File: src/rtl/nfc_pkg.sv
package nfc_pkg;

  typedef enum logic [1:0] {
    OP_CMD  = 2'd0,
    OP_ADDR = 2'd1,
    OP_WR   = 2'd2,
    OP_RD   = 2'd3
  } op_kind_e;

  typedef enum logic [1:0] {
    ST_IDLE = 2'd0,
    ST_BYTE = 2'd1,
    ST_RBW  = 2'd2
  } seq_state_e;

  typedef enum logic [1:0] {
    PH_SETUP = 2'd0,
    PH_LOW   = 2'd1,
    PH_HOLD  = 2'd2
  } strobe_phase_e;

  localparam int ADDR_BYTES = 4;

endpackage

File: src/rtl/nfc_rst_sync.sv
module nfc_rst_sync (
  input  logic clk,
  input  logic arst_n,
  output logic srst_n
);

  logic meta_q;
  logic sync_q;

  always_ff @(posedge clk or negedge arst_n) begin
    if (!arst_n) begin
      meta_q <= 1'b0;
      sync_q <= 1'b0;
    end else begin
      meta_q <= 1'b1;
      sync_q <= meta_q;
    end
  end

  assign srst_n = sync_q;

endmodule

File: src/rtl/nfc_strobe_timer.sv
module nfc_strobe_timer
  import nfc_pkg::*;
#(
  parameter int T_SETUP = 2,
  parameter int T_LOW   = 2,
  parameter int T_HOLD  = 2
) (
  input  logic clk,
  input  logic rst_n,
  input  logic run,
  output logic strobe_low,
  output logic sample,
  output logic byte_end
);

  localparam int T_MAX = (T_SETUP > T_LOW) ? ((T_SETUP > T_HOLD) ? T_SETUP : T_HOLD)
                                           : ((T_LOW > T_HOLD) ? T_LOW : T_HOLD);
  localparam int CW = $clog2(T_MAX + 1);

  strobe_phase_e ph_q, ph_d;
  logic [CW-1:0] cnt_q, cnt_d;
  logic          ph_last;

  always_comb begin
    case (ph_q)
      PH_SETUP: ph_last = (cnt_q == CW'(T_SETUP - 1));
      PH_LOW:   ph_last = (cnt_q == CW'(T_LOW - 1));
      default:  ph_last = (cnt_q == CW'(T_HOLD - 1));
    endcase
  end

  always_comb begin
    ph_d  = ph_q;
    cnt_d = cnt_q;
    if (!run) begin
      ph_d  = PH_SETUP;
      cnt_d = '0;
    end else if (ph_last) begin
      cnt_d = '0;
      case (ph_q)
        PH_SETUP: ph_d = PH_LOW;
        PH_LOW:   ph_d = PH_HOLD;
        default:  ph_d = PH_SETUP;
      endcase
    end else begin
      cnt_d = cnt_q + CW'(1);
    end
  end

  always_ff @(posedge clk or negedge rst_n) begin
    if (!rst_n) begin
      ph_q  <= PH_SETUP;
      cnt_q <= '0;
    end else begin
      ph_q  <= ph_d;
      cnt_q <= cnt_d;
    end
  end

  assign strobe_low = run && (ph_q == PH_LOW);
  assign sample     = strobe_low && ph_last;
  assign byte_end   = run && (ph_q == PH_HOLD) && ph_last;

endmodule

File: src/rtl/nfc_rb_wait.sv
module nfc_rb_wait #(
  parameter int RB_TIMEOUT = 4096
) (
  input  logic clk,
  input  logic rst_n,
  input  logic active,
  input  logic rb_pin,
  output logic done,
  output logic expired
);

  localparam int TW = $clog2(RB_TIMEOUT + 1);

  logic          rb_meta_q;
  logic          rb_sync_q;
  logic [TW-1:0] cnt_q, cnt_d;

  always_ff @(posedge clk or negedge rst_n) begin
    if (!rst_n) begin
      rb_meta_q <= 1'b0;
      rb_sync_q <= 1'b0;
    end else begin
      rb_meta_q <= rb_pin;
      rb_sync_q <= rb_meta_q;
    end
  end

  always_comb begin
    if (active) cnt_d = cnt_q + TW'(1);
    else        cnt_d = '0;
  end

  always_ff @(posedge clk or negedge rst_n) begin
    if (!rst_n) cnt_q <= '0;
    else        cnt_q <= cnt_d;
  end

  assign expired = active && !rb_sync_q && (cnt_q == TW'(RB_TIMEOUT - 1));
  assign done    = active && (rb_sync_q || expired);

endmodule

File: src/rtl/nfc_bus_seq.sv
module nfc_bus_seq
  import nfc_pkg::*;
#(
  parameter int T_SETUP    = 2,
  parameter int T_LOW      = 2,
  parameter int T_HOLD     = 2,
  parameter int LEN_W      = 12,
  parameter int RB_TIMEOUT = 4096
) (
  input  logic             clk,
  input  logic             rst_n,
  input  logic             req_valid,
  output logic             req_ready,
  input  logic [1:0]       req_kind,
  input  logic [7:0]       req_cmd,
  input  logic [31:0]      req_addr,
  input  logic [LEN_W-1:0] req_len,
  input  logic             req_wait_rb,
  input  logic [7:0]       wr_data,
  output logic             wr_take,
  output logic [7:0]       rd_data,
  output logic             rd_valid,
  output logic             rb_timeout,
  output logic             nand_ce_n,
  output logic             nand_cle,
  output logic             nand_ale,
  output logic             nand_we_n,
  output logic             nand_re_n,
  output logic [7:0]       nand_io_out,
  output logic             nand_io_oe,
  input  logic [7:0]       nand_io_in,
  input  logic             nand_rb
);

  localparam int CNT_W = (LEN_W > 3) ? LEN_W : 3;

  logic srst_n;

  nfc_rst_sync u_rst (
    .clk    (clk),
    .arst_n (rst_n),
    .srst_n (srst_n)
  );

  seq_state_e       st_q, st_d;
  op_kind_e         kind_q, kind_d;
  logic [7:0]       cmd_q, cmd_d;
  logic [31:0]      addr_q, addr_d;
  logic [CNT_W-1:0] left_q, left_d;
  logic             wait_q, wait_d;
  logic [7:0]       wdat_q, wdat_d;
  logic [7:0]       rdat_q, rdat_d;
  logic             rvld_q, rvld_d;
  logic             take_q, take_d;

  logic in_byte, strobe_low, sample, byte_end;
  logic rb_done, rb_expired;
  logic accept, zero_len, start_bytes, more, next_byte, last_byte, load_wr;

  assign in_byte = (st_q == ST_BYTE);

  nfc_strobe_timer #(
    .T_SETUP (T_SETUP),
    .T_LOW   (T_LOW),
    .T_HOLD  (T_HOLD)
  ) u_timer (
    .clk        (clk),
    .rst_n      (srst_n),
    .run        (in_byte),
    .strobe_low (strobe_low),
    .sample     (sample),
    .byte_end   (byte_end)
  );

  nfc_rb_wait #(
    .RB_TIMEOUT (RB_TIMEOUT)
  ) u_rbw (
    .clk     (clk),
    .rst_n   (srst_n),
    .active  (st_q == ST_RBW),
    .rb_pin  (nand_rb),
    .done    (rb_done),
    .expired (rb_expired)
  );

  // request decode and byte bookkeeping
  always_comb begin
    accept      = req_valid && (st_q == ST_IDLE);
    zero_len    = req_kind[1] && (req_len == '0);
    start_bytes = accept && !zero_len;
    more        = (left_q != CNT_W'(1));
    next_byte   = byte_end && more;
    last_byte   = byte_end && !more;
    load_wr     = (start_bytes && (req_kind == OP_WR)) || (next_byte && (kind_q == OP_WR));
  end

  // next-state logic
  always_comb begin
    st_d   = st_q;
    kind_d = kind_q;
    cmd_d  = cmd_q;
    addr_d = addr_q;
    left_d = left_q;
    wait_d = wait_q;
    wdat_d = wdat_q;
    rdat_d = rdat_q;
    rvld_d = 1'b0;
    take_d = load_wr;

    case (st_q)
      ST_IDLE: begin
        if (accept) begin
          kind_d = op_kind_e'(req_kind);
          cmd_d  = req_cmd;
          addr_d = req_addr;
          wait_d = req_wait_rb;
          case (op_kind_e'(req_kind))
            OP_CMD:  left_d = CNT_W'(1);
            OP_ADDR: left_d = CNT_W'(ADDR_BYTES);
            default: left_d = CNT_W'(req_len);
          endcase
          if (zero_len) st_d = req_wait_rb ? ST_RBW : ST_IDLE;
          else          st_d = ST_BYTE;
        end
      end
      ST_BYTE: begin
        if (next_byte) left_d = left_q - CNT_W'(1);
        if (byte_end && (kind_q == OP_ADDR)) addr_d = {8'h00, addr_q[31:8]};
        if (last_byte) st_d = wait_q ? ST_RBW : ST_IDLE;
      end
      ST_RBW: begin
        if (rb_done) st_d = ST_IDLE;
      end
      default: st_d = ST_IDLE;
    endcase

    if (load_wr) wdat_d = wr_data;
    if (sample && (kind_q == OP_RD)) begin
      rdat_d = nand_io_in;
      rvld_d = 1'b1;
    end
  end

  // state registers
  always_ff @(posedge clk or negedge srst_n) begin
    if (!srst_n) begin
      st_q   <= ST_IDLE;
      kind_q <= OP_CMD;
      cmd_q  <= '0;
      addr_q <= '0;
      left_q <= '0;
      wait_q <= 1'b0;
      wdat_q <= '0;
      rdat_q <= '0;
      rvld_q <= 1'b0;
      take_q <= 1'b0;
    end else begin
      st_q   <= st_d;
      kind_q <= kind_d;
      cmd_q  <= cmd_d;
      addr_q <= addr_d;
      left_q <= left_d;
      wait_q <= wait_d;
      wdat_q <= wdat_d;
      rdat_q <= rdat_d;
      rvld_q <= rvld_d;
      take_q <= take_d;
    end
  end

  // pin drive
  always_comb begin
    nand_ce_n  = !in_byte;
    nand_cle   = in_byte && (kind_q == OP_CMD);
    nand_ale   = in_byte && (kind_q == OP_ADDR);
    nand_we_n  = !(strobe_low && (kind_q != OP_RD));
    nand_re_n  = !(strobe_low && (kind_q == OP_RD));
    nand_io_oe = in_byte && (kind_q != OP_RD);
    case (kind_q)
      OP_CMD:  nand_io_out = cmd_q;
      OP_ADDR: nand_io_out = addr_q[7:0];
      OP_WR:   nand_io_out = wdat_q;
      default: nand_io_out = 8'h00;
    endcase
  end

  assign req_ready  = (st_q == ST_IDLE);
  assign wr_take    = take_q;
  assign rd_data    = rdat_q;
  assign rd_valid   = rvld_q;
  assign rb_timeout = rb_expired;

endmodule

File: config.mk
export PLATFORM = sky130hd
export DESIGN_NAME = nfc_bus_seq
export DESIGN_NICKNAME = d
export VERILOG_FILES = /design/src/rtl/nfc_pkg.sv /design/src/rtl/nfc_rst_sync.sv /design/src/rtl/nfc_strobe_timer.sv /design/src/rtl/nfc_rb_wait.sv /design/src/rtl/nfc_bus_seq.sv
export SDC_FILE = /design/constraint.sdc
export NUM_CORES = 1
export LEC_CHECK = 0
export BUFFER_PORTS_ARGS = -buffer_cell sky130_fd_sc_hd__buf_2
export CAP_MARGIN = 20
export CORE_ASPECT_RATIO = 0.7
export CORE_MARGIN = 2
export CORE_UTILIZATION = 41
export DETAILED_ROUTE_END_ITERATION = 10
export MAX_ROUTING_LAYER = met4
export SLEW_MARGIN = 0
export SYNTH_ARGS = -nofsm -noshare
export SYNTH_HDL_FRONTEND = slang
export SYNTH_SLANG_ARGS = --single-unit
File: constraint.sdc
create_clock -name clk -period 3.8 [get_ports clk]
set_clock_uncertainty 0.1 [all_clocks]
set_input_delay 0 -clock clk [delete_from_list [all_inputs] [get_ports clk]]
set_output_delay 0 -clock clk [all_outputs]
set_load 0.02 [all_outputs]
==> results.json, run 1 <==
{
  "status": "complete, no violations",
  "worst_setup_path_start_kind": "flop",
  "layout-drive-gt1-share_pct": 23.73,
  "cp_slowest_stage_delay_ns": 0.53,
  "drv_slew": 0,
  "cp.required_ns": 3.70,
  "pre_cts_ws_ns": 1.365,
  "ant_nets": 0,
  "clockRootBuffer": "clkbuf_16",
  "pwr_density_cell_nw_per_um2": 691.1,
  "ys_seq_area_share_pct": 51.89,
  "cts_tree": "built",
  "cp_max_fo": 38,
  "antenna_found_initial": 0,
  "finalHoldViolCount": 0,
  "synth_area_um2": 4629,
  "routedWlPerCell_um": 15.46,
  "rr_endpoint": "addr_q[6]$_DFFE_PN0P_",
  "nNetsFinal": 701,
  "syn_avg_cell_area_um2": 10.02,
  "cpMaxStageDelayCell": "buf_4",
  "routabilityCongestion": 0.8617,
  "maxSlewHeadroom_pct": 38.27,
  "cts_buffers": 9,
  "syn_inst": 462,
  "route.detailed.drc": 0,
  "hp-class": "in2reg",
  "die_h_um": 92.91,
  "vias": 3956,
  "cts.sinks": 96,
  "die_w_um": 131.0,
  "hp-start": "req_len[2]",
  "cts_max_level": 3,
  "antenna_cells": 0,
  "synth_top_area_share_pct": 51.89,
  "worst_slew_pin_slew_ns": 0.9260,
  "dp_hpwl_um": 7931,
  "syn-num-nets": 540,
  "postCtsSetupBuffers": 0,
  "r2r_start": "kind_q[1]$_DFFE_PN0P_",
  "leakage_nw": 2.965,
  "synth_area_leaders": "dfrtp_1, nand2_1, mux2i_1",
  "first_global_vias": 3863,
  "cts.path.max_buffers": 2,
  "setup_slack_ns": 1.265,
  "drt-total-wl_um": 12070,
  "fillers": 972,
  "crit_path_frequent_cell": "buf_4",
  "clock.fmax_mhz": 394.5,
  "setup_tns_ns": 0,
  "grt_max_degree": 71,
  "peakVddDrop_mv": 0.3273,
  "worstSetupPathType": "reg2out",
  "synth_seq_cells": 96,
  "worstRegToRegCells": 4,
  "grtUsageTotal_pct": 21.57,
  "numPortBuffers": 100,
  "drtIter0Drc": 282,
  "setup_viol": 0,
  "drtPass1Iterations": 4,
  "rsz0062_at_grt": "false",
  "die-area_um2": 12170,
  "synth_top_flop_cell": "dfrtp_1",
  "rows": 32,
  "timing.final.crit_share_pct": 66.71,
  "path_cells": "nor2b_1, buf_4, inv_2, buf_4, a21oi_1, nand2_1, buf_2",
  "insertion_delay_ns": 0.34,
  "syn2layout_area_growth_pct": 35.27,
  "final_cell_mix": "buf_2, dfrtp_1, nand2_1, dlygate4sd3_1, o21ai_0",
  "dpl_cell_area_um2": 5256,
  "min_period_ns": 2.535,
  "ys_warn_count": 0,
  "final_common_cell": "buf_2",
  "grt_first_pass_wirelength_um": 19580,
  "end_kind": "output pin",
  "critical_path.endpoint": "nand_we_n",
  "r2r_slack_ns": 1.34,
  "yosysUniqueCellTypes": 48,
  "arrival_ns": 2.43,
  "floorplan.initialDensity_pct": 42.05,
  "async_flop_share_pct": 100.0,
  "synth_edf_count": 0,
  "worstSetupStartpoint": "st_q[0]$_DFFE_PN0P_",
  "drv_cap": 0,
  "grt.overflow.total": 0,
  "worst_hold_slack_ns": 0.02502,
  "clk_pin_slew_ns": 0.06,
  "finalPower_mw": 4.328,
  "core_um2": 11010,
  "viasPerCell": 5.065,
  "yosysTopAreaCell": "dfrtp_1",
  "design_area_um2": 6262,
  "io_pins": 101
}
## where the power goes
part / internal [mW] / total, mW / switching [mW] / leakage [nW]
clock network: 0.510 / 0.901 / 0.391 / 0.146
registers: 1.37 / 1.67 / 0.294 / 1.21
logic: 0.747 / 1.76 / 1.01 / 1.61
total: 2.63 / 4.33 / 1.70 / 2.96
## cells in the mapped netlist, types with 2 or more instances
library cell,n
ha_1,3
mux2_2,8
nand2_1,94
or3_1,3
a31oi_1,7
and2_1,2
dfrtp_1,96
o31a_1,2
nor4_1,6
clkbuf_1,11
mux2_4,8
a32oi_1,3
xnor2_1,7
o221ai_1,3
inv_1,6
nand3_1,23
nor3b_1,3
buf_2,13
or2_2,2
nor3_1,6
nor2_1,23
and3_1,6
o211ai_1,11
o32a_1,2
o311ai_0,2
nand4_1,5
a21oi_1,12
mux2i_1,35
nor2b_1,5
o21ai_0,36
nand2b_1,2
## per-stage QoR
stage                     cells  utilization, %
after floorplan             462               -
after global placement      694           47.74
after detailed placement    694           47.74
after CTS                   781           56.88
after global routing        781           56.88
final                       781           56.88
## worst min path at each step
stage / endpoint / slack (ns) / depth (start not counted)
2_1_floorplan: u_rst.meta_q$_DFF_PN0_ / -0.40 / 0
3_3_place_gp: u_rst.meta_q$_DFF_PN0_ / -0.31 / 1
3_5_place_dp: u_rst.meta_q$_DFF_PN0_ / -0.31 / 1
4_1_cts: left_q[2]$_DFFE_PN0P_ / 0.01 / 4
5_1_grt: kind_q[0]$_DFFE_PN0P_ / 0.06 / 4
6_report: left_q[2]$_DFFE_PN0P_ / 0.03 / 4
## critical path, delay by kind of cell, from the launching register on
kind / cells / cell delay, ns
compound gates: 1 / 0.17
simple gates: 2 / 0.28
flops: 1 / 0.41
buf+inv: 4 / 1.21
## cells by family (layout without fill, tap and decap cells)
logic type | count (synthesis) | in the layout | share of synthesized area (%)
DFF | 96 | 96 | 51.89
muxes | 51 | 51 | 12.11
xor gates and xnor gates | 8 | 8 | 1.514
and+or+nand+nor | 189 | 189 | 19.65
buffers and inverters | 34 | 200 | 3.351
AOI/OAI and AO/OA | 80 | 80 | 10.60
other | 1 | 1 | 0.08100
adders and majority gates | 3 | 3 | 0.8109
## registers in the layout, summed over array words and instances, names as in the netlist, 2 cells and up
name	flops
addr_q	32
u_rbw.cnt_q	13
left_q	12
cmd_q	8
rd_data	8
wdat_q	8
kind_q	2
st_q	2
u_timer.cnt_q	2
u_timer.ph_q	2
## final cells by class
type,count,area (µm²),area share [%]
sequential,96,2406,38.42
multi-input combinational,332,2087,33.33
timing repair buffer,177,1256,20.06
clock buffer,9,225.2,3.596
tap,153,191.4,3.057
clock inverter,7,70.07,1.119
inverter,7,26.28,0.4196
## layer usage
layer  global-route usage (%)  wire length (µm)  up-vias
li1                         -                 -     1952
met1                    30.00              5793     1884
met2                    31.91              5589      112
met3                    5.199               566        8
met4                    5.319               123        0
met5                        -                 0        -
## repair_timing
action	CTS	global route
hold buffers	71	0
gates resized for setup	0	0
hold endpoints to repair	71	0
No activity file was read; power rests on OpenSTA's default activity.
==> run 2, diff against run 1 <==
--- a/config.mk
+++ b/config.mk
@@ -5,6 +5,7 @@
 export SDC_FILE = /design/constraint.sdc
 export NUM_CORES = 1
 export LEC_CHECK = 0
+export ABC_AREA = 1
 export BUFFER_PORTS_ARGS = -buffer_cell sky130_fd_sc_hd__buf_2
 export CAP_MARGIN = 20
 export CORE_ASPECT_RATIO = 0.7
==> constraint.sdc (replaced) <==
create_clock -name clk -period 2.5 [get_ports clk]
set_clock_uncertainty 0.1 [all_clocks]
set_input_delay 0 -clock clk [delete_from_list [all_inputs] [get_ports clk]]
set_output_delay 0 -clock clk [all_outputs]
set_load 0.02 [all_outputs]
==> run 2 against run 1 <==
  * Synthesized cell count is 29% higher
  * Combinational power increased by 63%
  * Cell count is 18% higher
  * First-iteration DRC count is 6.7% higher
  * Register-to-register slack lost 0.81 ns
  * Critical path depth fell by 3
  * Routed wire length down 0.34%
  * Sequential share of layout area is 0.64 points lower
  * Hold slack got worse by 0.0083 ns
  * Global-route usage down 0.10 points
  * Final area increased by 1.7%
==> results.json, run 2 <==
{
  "routedWlPerCell_um": 13.08,
  "drv_slew": 0,
  "finalHoldViolCount": 0,
  "cts.repair.resized": 0,
  "utilization_pct": 57.63,
  "synth_top_flop_cell": "dfrtp_1",
  "worst_hold_slack_ns": 0.01671,
  "die_h_um": 93.24,
  "nNetsFinal": 840,
  "yosys-top-cells-count": "nand2_1, dfrtp_1, inv_1",
  "grt.overflow.total": 0,
  "fillers": 1007,
  "place_inst": 831,
  "worst_setup_path_start_kind": "flop",
  "rsz0062_at_grt": "false",
  "synth_area_leaders": "dfrtp_1, nand2_1, inv_1",
  "final_common_cell": "nand2_1",
  "cts.path.max_buffers": 2,
  "clock.fmax_mhz": 488.7,
  "worstSetupPathType": "reg2out",
  "final-seq-area_um2": 2406,
  "routabilityCongestion": 0.9028,
  "floorplan.initialDensity_pct": 42.21,
  "viasPerCell": 4.753,
  "setup_slack_ns": 0.4539,
  "layout-drive-gt1-share_pct": 17.47,
  "numPortBuffers": 100,
  "status": "complete, no violations",
  "multiInputGateArea_um2": 1882,
  "cts_tree": "built",
  "largest_reg_flops": 32,
  "insertion_delay_ns": 0.34,
  "drt-total-wl_um": 12030,
  "grtUsageMet2_pct": 33.42,
  "async_flop_share_pct": 100.0,
  "pre_cts_ws_ns": 0.5509,
  "ant_nets": 0,
  "cp_max_fo": 19,
  "cp.required_ns": 2.40,
  "setup_tns_ns": 0,
  "final_cell_mix": "nand2_1, buf_2, dfrtp_1, dlygate4sd3_1, inv_1",
  "ys_seq_area_share_pct": 51.50,
  "min_period_ns": 2.046,
  "yosys.cell_count.top_type": "nand2_1",
  "clk_pin_slew_ns": 0.06,
  "design_area_um2": 6369,
  "reg_top3": "addr_q (32), u_rbw.cnt_q (13), left_q (12)",
  "antenna_cells": 0,
  "worst_slew_pin_slew_ns": 0.6365,
  "rows": 32,
  "io_pins": 101,
  "synth_edf_count": 0,
  "arrival_ns": 1.95,
  "yosysTopAreaCell": "dfrtp_1",
  "syn_avg_cell_area_um2": 7.853,
  "cts.sinks": 96,
  "grt_first_pass_wirelength_um": 20600,
  "cts_buffers": 9,
  "syn2layout_area_growth_pct": 36.53,
  "hp-class": "in2reg",
  "drtPass1Iterations": 4,
  "syn-num-nets": 672,
  "route.detailed.drc": 0,
  "synth_area_um2": 4664,
  "dpl_cell_area_um2": 5301,
  "yosysUniqueCellTypes": 33,
  "vias": 4373,
  "setup_viol": 0,
  "die-area_um2": 12260,
  "peakVddDrop_mv": 0.5440,
  "syn_inst": 594,
  "use_met1_pct": 28.92,
  "grtUsageTotal_pct": 21.46,
  "cts_max_level": 3,
  "drtIter0Drc": 301,
  "first_global_vias": 4373,
  "clockRootBuffer": "clkbuf_16",
  "antenna_found_initial": 0,
  "top_usage_layer": "met2",
  "maxSlewHeadroom_pct": 57.46,
  "stdcell_count": 920,
  "top_register": "addr_q",
  "core_um2": 11050,
  "drv_cap": 0,
  "dp_hpwl_um": 8030,
  "synth_seq_cells": 96,
  "grt_max_degree": 64,
  "leakage_nw": 3.122,
  "synth_top_area_share_pct": 51.50,
  "pwr_density_cell_nw_per_um2": 1075,
  "end_kind": "output pin",
  "grtUsageMet3_pct": 4.228,
  "ys_warn_count": 0,
  "timing.final.crit_share_pct": 81.85,
  "die_w_um": 131.5,
  "finalPower_mw": 6.846
}
-- run 2: changes by cell type in the layout (fill, tap and decap cells not counted), moves of 6 or more --
cell | previous run | this run
and3_1 | 6 | 0
inv_1 | 6 | 67
mux2_2 | 8 | 0
mux2_4 | 8 | 0
mux2i_1 | 35 | 0
nand2_1 | 94 | 196
nand3_1 | 23 | 30
nor2_1 | 23 | 47
nor4_1 | 6 | 0
o211ai_1 | 11 | 29
o21ai_1 | 0 | 17
xnor2_1 | 7 | 0
-- run 2: layer usage --
metal	vias to the layer above	wire length [µm]
li1	2240	-
met1	1990	5811
met2	121	5410
met3	22	604
met4	0	206
met5	-	0
-- run 2: power breakdown --
group	internal (mW)	total, mW	leakage [nW]	switching (mW)
registers	2.13	2.44	1.20	0.311
clock network	0.974	1.54	0.162	0.565
logic	0.974	2.87	1.76	1.89
-- run 2: critical path, stage by stage (launching register included) --
cell	delay, ns
dfrtp_1	0.43
nor2_4	0.17
clkinv_1	0.50
nor3_1	0.29
buf_2	0.22
-- run 2: path summary, 6_finish.rpt --
path / from / end / slack, ns / cells past startpoint
max: st_q[1]$_DFFE_PN0P_ / nand_cle / 0.45 / 4
min: req_len[4] / left_q[4]$_DFFE_PN0P_ / 0.02 / 5
max reg2reg: left_q[1]$_DFFE_PN0P_ / left_q[6]$_DFFE_PN0P_ / 0.53 / 9
min reg2reg: u_rst.srst_n$_DFF_PN0_ / left_q[1]$_DFFE_PN0P_ / 0.25 / 0
max in group asynchronous: u_rst.srst_n$_DFF_PN0_ / rd_data[0]$_DFFE_PN0P_ / 1.37 / 1
min in group asynchronous: u_rst.srst_n$_DFF_PN0_ / left_q[1]$_DFFE_PN0P_ / 0.25 / 0
-- run 2: final cells by class --
cell class / count / share of cell area, %
Timing Repair Buffer: 177 / 20.20
Sequential cell: 96 / 37.78
Clock inverter: 6 / 1.690
Multi-Input combinational cell: 407 / 29.55
Inverter: 71 / 4.185
Tap cell: 153 / 3.006
Clock buffer: 10 / 3.595
-- run 2: cell families (layout without fill, tap and decap cells) --
family / Yosys count / in the layout / synth area share [%]
flip-flops: 96 / 96 / 51.50
other: 1 / 1 / 0.08039
buffers and inverters: 91 / 264 / 8.154
AND/OR/NAND/NOR: 294 / 294 / 25.78
AO/OA/AOI/OAI: 109 / 109 / 13.68
adder cells (fa/ha/maj): 3 / 3 / 0.8048
-- run 2: what timing repair did --
item,4_1_cts,5_1_grt
endpoints found under the hold margin,73,0
setup buffers,0,0
hold buffers,73,0
